File: config.mk
export PLATFORM = sky130hd
export DESIGN_NAME = lp_clk_seq
export DESIGN_NICKNAME = d
export VERILOG_FILES = /design/src/rtl/lpcs_pkg.sv /design/src/rtl/lpcs_gate.sv /design/src/rtl/lpcs_ctx.sv /design/src/rtl/lpcs_mclk.sv /design/src/rtl/lpcs_irq.sv /design/src/rtl/lp_clk_seq.sv
export SDC_FILE = /design/constraint.sdc
export NUM_CORES = 1
export LEC_CHECK = 0
export ABC_AREA = 1
export BUFFER_PORTS_ARGS = -buffer_cell sky130_fd_sc_hd__clkbuf_2
export CORE_MARGIN = 5
export CORE_UTILIZATION = 49
export DETAILED_ROUTE_END_ITERATION = 10
export PLACE_DENSITY = 0.85
export SLEW_MARGIN = 20
export SYNTH_ARGS = -nofsm -noshare
export SYNTH_HDL_FRONTEND = slang
export SYNTH_SLANG_ARGS = --single-unit
File: constraint.sdc
create_clock -name clk -period 1.92 [get_ports clk]
set_input_delay 0 -clock clk [delete_from_list [all_inputs] [get_ports clk]]
set_output_delay 0 -clock clk [all_outputs]
set_load 0.01 [all_outputs]
File: src/rtl/lpcs_pkg.sv
package lpcs_pkg;
  localparam int MSEL_W = 2;
  localparam int NSRC   = 2;
  localparam int IDX_PLL = 0;
  localparam int IDX_HFX = 1;

  typedef enum logic [1:0] {
    ST_RUN   = 2'd0,
    ST_ENTER = 2'd1,
    ST_LP    = 2'd2,
    ST_WAKE  = 2'd3
  } seq_state_t;

  typedef enum logic [MSEL_W-1:0] {
    SEL_OSC = 2'd0,
    SEL_HFX = 2'd1,
    SEL_PLL = 2'd2
  } msel_t;
endpackage

File: src/rtl/lpcs_gate.sv
module lpcs_gate #(
  parameter int N = 2
) (
  input  logic         in_run,
  input  logic         stop_req,
  input  logic         stby_req,
  input  logic [N-1:0] want,
  input  logic [N-1:0] rdy,
  output logic         accept,
  output logic         pick_stby
);
  logic [N-1:0] starting;

  for (genvar i = 0; i < N; i++) begin : g_busy
    assign starting[i] = want[i] & ~rdy[i];
  end

  assign accept    = in_run & (stop_req | stby_req) & ~(|starting);
  assign pick_stby = stby_req;
endmodule

File: src/rtl/lpcs_ctx.sv
module lpcs_ctx #(
  parameter int N     = 2,
  parameter int SEL_W = 2
) (
  input  logic             clk,
  input  logic             rst_n,
  input  logic             capture,
  input  logic [N-1:0]     en_in,
  input  logic [SEL_W-1:0] sel_in,
  input  logic             stby_in,
  output logic [N-1:0]     en_saved,
  output logic [SEL_W-1:0] sel_saved,
  output logic             stby_saved
);
  for (genvar i = 0; i < N; i++) begin : g_en
    always_ff @(posedge clk or negedge rst_n) begin
      if (!rst_n)       en_saved[i] <= 1'b0;
      else if (capture) en_saved[i] <= en_in[i];
    end
  end

  always_ff @(posedge clk or negedge rst_n) begin
    if (!rst_n) begin
      sel_saved  <= '0;
      stby_saved <= 1'b0;
    end else if (capture) begin
      sel_saved  <= sel_in;
      stby_saved <= stby_in;
    end
  end
endmodule

File: src/rtl/lpcs_mclk.sv
module lpcs_mclk
  import lpcs_pkg::*;
(
  input  logic  clk,
  input  logic  rst_n,
  input  logic  load,
  input  msel_t target,
  input  logic  target_ok,
  output msel_t sel
);
  always_ff @(posedge clk or negedge rst_n) begin
    if (!rst_n)                 sel <= SEL_OSC;
    else if (load && target_ok) sel <= target;
    else                        sel <= SEL_OSC;
  end
endmodule

File: src/rtl/lpcs_irq.sv
module lpcs_irq (
  input  logic clk,
  input  logic rst_n,
  input  logic set,
  input  logic clr,
  input  logic mask_en,
  output logic flag,
  output logic irq
);
  always_ff @(posedge clk or negedge rst_n) begin
    if (!rst_n)   flag <= 1'b0;
    else if (set) flag <= 1'b1;
    else if (clr) flag <= 1'b0;
  end

  assign irq = flag & mask_en;
endmodule

File: src/rtl/lp_clk_seq.sv
module lp_clk_seq
  import lpcs_pkg::*;
#(
  parameter int SEL_W = MSEL_W
) (
  input  logic             clk,
  input  logic             rst_n,
  input  logic             stop_req,
  input  logic             stby_req,
  input  logic             wake,
  input  logic             pll_sw_en,
  input  logic             hfx_sw_en,
  input  logic             mclk_hs_sw,
  input  logic             hs_src_pll_sw,
  input  logic             pll_rdy,
  input  logic             hfx_rdy,
  input  logic             irq_en,
  input  logic             irq_clr,
  output logic             pll_en,
  output logic             hfx_en,
  output logic [SEL_W-1:0] mclk_sel,
  output logic             in_stop,
  output logic             in_stby,
  output logic             hs_good_flag,
  output logic             hs_good_irq
);
  seq_state_t st_q, st_d;
  logic in_run, in_wake;
  logic accept, pick_stby;
  logic [NSRC-1:0] sw_en, rdy_vec, en_saved;
  logic [SEL_W-1:0] sel_saved;
  logic stby_saved;
  msel_t sel_q, sw_target, restore_tgt, mc_target;
  logic restore_alive, restore_ok, restore_now, wake_done;
  logic mc_load, mc_ok;

  function automatic logic src_ready(msel_t s, logic pe, logic he, logic pr, logic hr);
    case (s)
      SEL_PLL: return pe & pr;
      SEL_HFX: return he & hr;
      default: return 1'b1;
    endcase
  endfunction

  assign in_run  = (st_q == ST_RUN);
  assign in_wake = (st_q == ST_WAKE);

  assign sw_en[IDX_PLL]   = pll_sw_en;
  assign sw_en[IDX_HFX]   = hfx_sw_en;
  assign rdy_vec[IDX_PLL] = pll_rdy;
  assign rdy_vec[IDX_HFX] = hfx_rdy;

  // Source enables: follow software in run, restore-gated while waking, off otherwise
  assign pll_en = in_run ? pll_sw_en : (in_wake & en_saved[IDX_PLL] & pll_sw_en);
  assign hfx_en = in_run ? hfx_sw_en : (in_wake & en_saved[IDX_HFX] & hfx_sw_en);

  lpcs_gate #(.N(NSRC)) u_gate (
    .in_run   (in_run),
    .stop_req (stop_req),
    .stby_req (stby_req),
    .want     (sw_en),
    .rdy      (rdy_vec),
    .accept   (accept),
    .pick_stby(pick_stby)
  );

  lpcs_ctx #(.N(NSRC), .SEL_W(SEL_W)) u_ctx (
    .clk       (clk),
    .rst_n     (rst_n),
    .capture   (accept),
    .en_in     (sw_en),
    .sel_in    (sel_q),
    .stby_in   (pick_stby),
    .en_saved  (en_saved),
    .sel_saved (sel_saved),
    .stby_saved(stby_saved)
  );

  always_comb begin
    if (!mclk_hs_sw)        sw_target = SEL_OSC;
    else if (hs_src_pll_sw) sw_target = SEL_PLL;
    else                    sw_target = SEL_HFX;
  end

  assign restore_tgt   = msel_t'(sel_saved);
  assign restore_alive = ((restore_tgt == SEL_PLL) & pll_en) | ((restore_tgt == SEL_HFX) & hfx_en);
  assign restore_ok    = src_ready(restore_tgt, pll_en, hfx_en, pll_rdy, hfx_rdy);
  assign restore_now   = in_wake & restore_alive & restore_ok;
  assign wake_done     = in_wake & (~restore_alive | restore_now);

  assign mc_load   = (in_run & ~accept) | restore_now;
  assign mc_target = in_run ? sw_target : restore_tgt;
  assign mc_ok     = src_ready(mc_target, pll_en, hfx_en, pll_rdy, hfx_rdy);

  lpcs_mclk u_mclk (
    .clk      (clk),
    .rst_n    (rst_n),
    .load     (mc_load),
    .target   (mc_target),
    .target_ok(mc_ok),
    .sel      (sel_q)
  );

  always_comb begin
    st_d = st_q;
    case (st_q)
      ST_RUN:   if (accept) st_d = ST_ENTER;
      ST_ENTER: if (!pll_rdy && !hfx_rdy) st_d = ST_LP;
      ST_LP:    if (wake) st_d = ST_WAKE;
      ST_WAKE:  if (wake_done) st_d = ST_RUN;
      default:  st_d = ST_RUN;
    endcase
  end

  always_ff @(posedge clk or negedge rst_n) begin
    if (!rst_n) st_q <= ST_RUN;
    else        st_q <= st_d;
  end

  lpcs_irq u_irq (
    .clk    (clk),
    .rst_n  (rst_n),
    .set    (restore_now),
    .clr    (irq_clr),
    .mask_en(irq_en),
    .flag   (hs_good_flag),
    .irq    (hs_good_irq)
  );

  assign mclk_sel = sel_q;
  assign in_stop  = (st_q == ST_LP) & ~stby_saved;
  assign in_stby  = (st_q == ST_LP) & stby_saved;
endmodule

## Yosys cells after proc, flatten, opt, wreduce, memory -nomap -nowiden

Index checks and enable logic that the tools add are counted.

| cells by class | value |
|---|---|
| eq/ne operators | 11 |
| shift-type cells | 0 |
| bitwise logic cells | 29 |
| reductions and logical operators | 8 |
| muxes and demuxes | 15 |
| $lt $le $gt $ge | 0 |
| multipliers | 0 |
| $add $sub $neg | 0 |
| divide/modulo/power cells | 0 |

Operators with widths:

| kind | count |
|---|---|
| AND 1 bit | 19 |
| two-way mux 2 bit | 8 |
| == test 2 bit (second input constant) | 4 |
| case mux 2 bit (4 select lines) | 1 |
| == test 2 x 1 -> 1 bit (second input constant) | 3 |
| inverter 1 bit | 6 |
| two-way mux 1 bit | 4 |
| != test 2 x 1 -> 1 bit (second input constant) | 2 |
| != test 2 bit (second input constant) | 2 |
| bitwise OR 1 bit | 4 |
| case mux 1 bit (2 select lines) | 2 |
| AND reduction 4 bit | 1 |
| logical AND 1 bit | 2 |
| logical NOT 1 bit | 2 |
| logical NOT 2 bit | 1 |
| nonzero test 2 bit | 1 |
| OR reduction 2 bit | 1 |

| word-level totals | value |
|---|---|
| input bits | 13 |
| output and inout bits | 8 |
| word-level logic and storage cells | 70 |
| register bits after elaboration | 10 |
| bits in latches | 0 |
| memories kept | 0 |
| memory bits (writable) | 0 |
| ROM bits | 0 |

## Depth between registers and ports, before layout

| depth | value |
|---|---|
| word-level depth | 12 |
| depth in mapped cells | 12 |
| mapped depth without buffers | 12 |

## Cells and area by module

From an unflattened synthesis, not the netlist that was laid out.

| unflattened totals | value |
|---|---|
| cell total of the unflattened synthesis | 105 |
| area total of the unflattened synthesis | 750.7 µm² |

By module, submodules not included:

| module | cells an instance | area an instance (µm²) | seq. area each (µm²) | instances |
|---|---|---|---|---|
| lp_clk_seq | 59 | 404.1 | 50.0 | 1 |
| lpcs_ctx | 21 | 185.2 | 125.1 | 1 |
| lpcs_mclk | 7 | 68.8 | 50.0 | 1 |
| lpcs_irq | 7 | 47.5 | 25.0 | 1 |
| lpcs_gate | 11 | 45.0 | 0.0 | 1 |

## Worst setup path before layout

No wires, ideal clock.

| timing | value |
|---|---|
| path kind | register -> register |
| from | register st_q[0] |
| to | register u_mclk.sel[0] |
| required time | 1804 ps |
| period minus slack after synthesis | 1732 ps |
| setup time | 116 ps |
| slack | 188 ps |
| buffers on the path | 0 |
| arrival time | 1616 ps |
| cell stages (with the launch flop) | 12 |
| cells stage by stage | dfrtp_1 > inv_1 > ha_1 > inv_2 > nor2_1 > nand2_1 > o21ai_0 > inv_1 > ha_1 > nand3b_1 > nand2_1 > nor2_1 |

| between the ends | value |
|---|---|
| longest elaborated chain between the ends | 11 |
| elaborated cells between the ends (all ways) | 27 |
| classes of those cells | 3 x eq/ne; 6 x mux; 16 x bitwise; 2 x reduce/logical |

Ends and longest elaborated chain:

| item | RTL line | text |
|---|---|---|
| from (decl) | lp_clk_seq.sv:27 | `seq_state_t st_q, st_d;` |
| from (signal assigned) | lp_clk_seq.sv:117 | `else st_q <= st_d;` |
| == test 2 bit | lp_clk_seq.sv:46 | `assign in_wake = (st_q == ST_WAKE);` |
| AND 1 bit, on equally long branches (2 in a row) | lp_clk_seq.sv:54, lp_clk_seq.sv:55 |  |
| two-way mux 1 bit, on equally long branches | lp_clk_seq.sv:54, lp_clk_seq.sv:55 |  |
| AND 1 bit | lp_clk_seq.sv:86 | `assign restore_alive = ((restore_tgt == SEL_PLL) & pll_en) \| ((restore_tgt == SEL_HFX) & hfx_en);` |
| bitwise OR 1 bit | lp_clk_seq.sv:86 |  |
| AND 1 bit (2 in a row) | lp_clk_seq.sv:88 | `assign restore_now = in_wake & restore_alive & restore_ok;` |
| bitwise OR 1 bit | lp_clk_seq.sv:91 | `assign mc_load = (in_run & ~accept) \| restore_now;` |
| logical AND 1 bit | lpcs_mclk.sv:13 | `else if (load && target_ok) sel <= target;` |
| two-way mux 2 bit * | lpcs_mclk.sv:13 |  |
| to (signal assigned) | lpcs_mclk.sv:13 |  |
| to (decl) | lpcs_mclk.sv:9 | `output msel_t sel` |

Every way passes the cells marked *; elsewhere a longest branch is shown, timed or not.
A chain may end at the register's enable or synchronous reset.

## Worst setup path in the final report

| timing | value |
|---|---|
| from | register st_q[1] |
| to | register u_mclk.sel[0] |

Same word-level chain as after synthesis.

==> summary.md <==
| Metric | Value |
|---|---|
| Outcome | finished clean |
| Die W | 47.92 um |
| End-of-flow core utilization | 66.42% |
| TritonCTS clock tree | yes |
| Vias in the first global route | about 670 |
| Grt met2 use | 30.08% |
| Met1 GRT Util | 18.10% |
| Peak supply drop | approximately 0.65 mV |
| Kind of critical path | flip-flop to flip-flop |
| Setup TNS Final | 0 ps |
| Slew Limit Headroom | 77.18% |
| WL/cell | 12.39 um |
| Final Setup Violations | 0 |
| Crit. End Element | flip-flop |
| Vias | about 700 |
| DRC violations left | 0 |
| Drt pass-1 iters | 4 |
| Worst hold start | hfx_sw_en |
| Largest net degree at the start of global routing | 11 |
| Clock-pin slew on the worst setup and hold paths | 60 ps |
| Worst slew pin tran | 341.3 ps |
| Dpl ws | about 90 ps |
| Initial antenna violation count | 0 |
| Hold Crit Class | primary input to flip-flop |
| Share of the synthesized area in the top cell type | a little over a third |
| Setup Fix Bufs, Post-CTS | 0 |
| Yosys cell types | 16 |
| Slew Limit Fails | 0 |
| M3 GR Usage | 4.511% |
| Most Crowded Layer GR | met2 |
| CP arrival | ~2000 ps |
| Starting DRT DRC Count | 11 |
| CTS buffer count | 3 |
| Overflow after GRT | 0 |
| Ranking of synthesized cells by area | dfrtp_1, ha_1, nand2_1 |
| Seq/Total Area, Yosys | about 36% |
| Initial core utilization | between 50% and 60% |
| Crit path max fanout | 6 |
| Critical path origin | st_q[1] |
| Synth Instances | just over 90 |
| RSZ-0062 raised after global routing | false |
| Static Leak | 0.5144 nW |
| Skew-Pair Late Insertion Delay | 270 ps |
| Max cap viols | 0 |
| Total Die Area | 2296 um2 |
| Layout cells sized above 1 | 26.89% |
| Syn_nets | 113 |
| Final Hold Viols | 0 |
| IO Port Bufs | 20 |
| I/O Pins | 21 |
| FP Rows | 13 |
| F_max | about 550 MHz |
| Final ANT Viol Nets | 0 |
| Via density | 5.216 |
| Mapped Area | between 700 and 800 um2 |
| Yosys reg bits | 10 |
| Die H | 47.92 um |
| Worst Skew | roughly 0.61 ps |
| Clock sinks | 10 |
| CORE AREA | ~1300 um2 |
| Worst R2R Start | st_q[1] |
| Final period util | around 95% |
| Yosys warning count | 0 |
| Clock root cell | clkbuf_4 |
| Minimum clock period | 1817 ps |
| Final wirelength | 1660 um |
| CP Data Required Time | around 2100 ps |
| Number of diodes | 0 |
| Maximum buffer depth of the clock tree | 2 |
| Power Dens Cells | 1457 nW/um2 |
| Dpl hpwl | 1304 um |
| RD Place Congestion | roughly 0.85 |
| Area Overhead vs Synth | 25.75% |
| Cell taking the most area after synthesis | dfrtp_1 |
| H-tree depth | 1 |
| Startpoint type of the worst setup path | flip-flop |
| Nets | ~140 |
| Syn avg cell area | 7.657 um2 |
| First-pass GRT wire length | 2649 um |
| GRT Resource Usage Total | 17.06% |
| Post-layout worst setup margin | 103.5 ps |
==> placed cells by master (no fill, tap or decap) <==
cell type      count
nand2_1           22
clkbuf_2          20
inv_1             15
dfrtp_1           10
nor2_1             8
nand3_1            8
o21ai_0            7
ha_1               7
a21oi_1            4
clkbuf_4           3
dlygate4sd3_1      3
nand4_1            2
buf_4              2
inv_2              1
a21boi_2           1
nor2_4             1
o211ai_2           1
nand3b_1           1
a21oi_2            1
mux2_4             1
ha_2               1
==> synth_stat cells <==
master    number
a21boi_2       1
nand3_1        8
nand3b_1       1
inv_1         15
ha_1           8
inv_2          1
nor2_4         1
nand2_1       22
o21ai_0        7
buf_6          1
nand4_1        2
o211ai_2       1
nor2_1         8
a21oi_1        5
dfrtp_1       10
mux2_4         1
==> worst max-delay path, stage by stage, from the launching register on <==
cell and delay (ps):
dfrtp_1 410, inv_1 110, ha_2 240, inv_2 50, nor2_1 80, nand2_1 50, o21ai_0 120, inv_1 100
ha_1 290, nand3b_1 150, nand2_1 80, nor2_1 40
==> path summary, 6_finish.rpt <==
kind | endpoint | slack, ps | cells past startpoint
setup reg to reg | u_mclk.sel[0] | 100 | 11
hold reg to reg | u_ctx.en_saved[0] | 510 | 2
hold / removal | u_ctx.en_saved[1] | 50 | 3
max in group asynchronous | u_ctx.en_saved[1] | 1580 | 2
min in group asynchronous | u_irq.flag | 130 | 2
setup / recovery | u_mclk.sel[0] | 100 | 11
==> per-stage QoR <==
step,instances,hold slack (ps),power [mW],area (um2)
after floorplan,92,-295.6,0.9107,704.4
after CTS,134,47.08,1.272,879.6
after global routing,134,96.25,1.418,885.9
after global placement,128,-115.5,1.081,827.0
final,134,49.32,1.290,885.9
after detailed placement,128,-117.2,1.118,827.0
==> where the power goes <==
| part | switching (mW) | total, mW | leakage, nW | internal [mW] |
|---|---|---|---|---|
| clock network | 0.0734 | 0.146 | 0.0138 | 0.0726 |
| logic | 0.447 | 0.770 | 0.375 | 0.323 |
| registers | 0.0668 | 0.374 | 0.126 | 0.307 |
==> registers in the layout, indices dropped and copies added, names as in the netlist <==
name	flops
st_q	2
u_ctx.en_saved	2
u_ctx.sel_saved	2
u_mclk.sel	2
u_ctx.stby_saved	1
u_irq.flag	1
==> layout make-up <==
| class | count | area (um2) |
|---|---|---|
| Clock buffer | 3 | 22.52 |
| Fill cell | 121 | 447.9 |
| Inverter | 16 | 60.06 |
| Multi-Input combinational cell | 65 | 389.1 |
| Sequential cell | 10 | 250.2 |
| Tap cell | 15 | 18.77 |
| Timing Repair Buffer | 25 | 145.1 |
==> what timing repair did <==
| action | 4_1_cts | 5_1_grt |
|---|---|---|
| hold buffers | 3 | 0 |
| gates resized for setup | 0 | 2 |
| endpoints found under the hold margin | 12 | 0 |
| setup endpoints to repair | 0 | 4 |
==> cells by family (layout without fill, tap and decap cells) <==
| family | after synthesis | in the layout | share of synthesized area (%) |
|---|---|---|---|
| AND/OR/NAND/NOR | 42 | 42 | 26.11 |
| multiplexers | 1 | 1 | 2.131 |
| adder cells (fa/ha/maj) | 8 | 8 | 14.21 |
| buffers and inverters | 17 | 44 | 10.12 |
| flip-flops | 10 | 10 | 35.52 |
| AO/OA/AOI/OAI | 14 | 14 | 11.90 |
==> metal layers <==
layer,share of wire [%],routed length (um)
met1,42,690
met5,0,0
met3,9.3,154
met2,47,775
met4,2.3,39
Power figures use the tool's default switching activity.
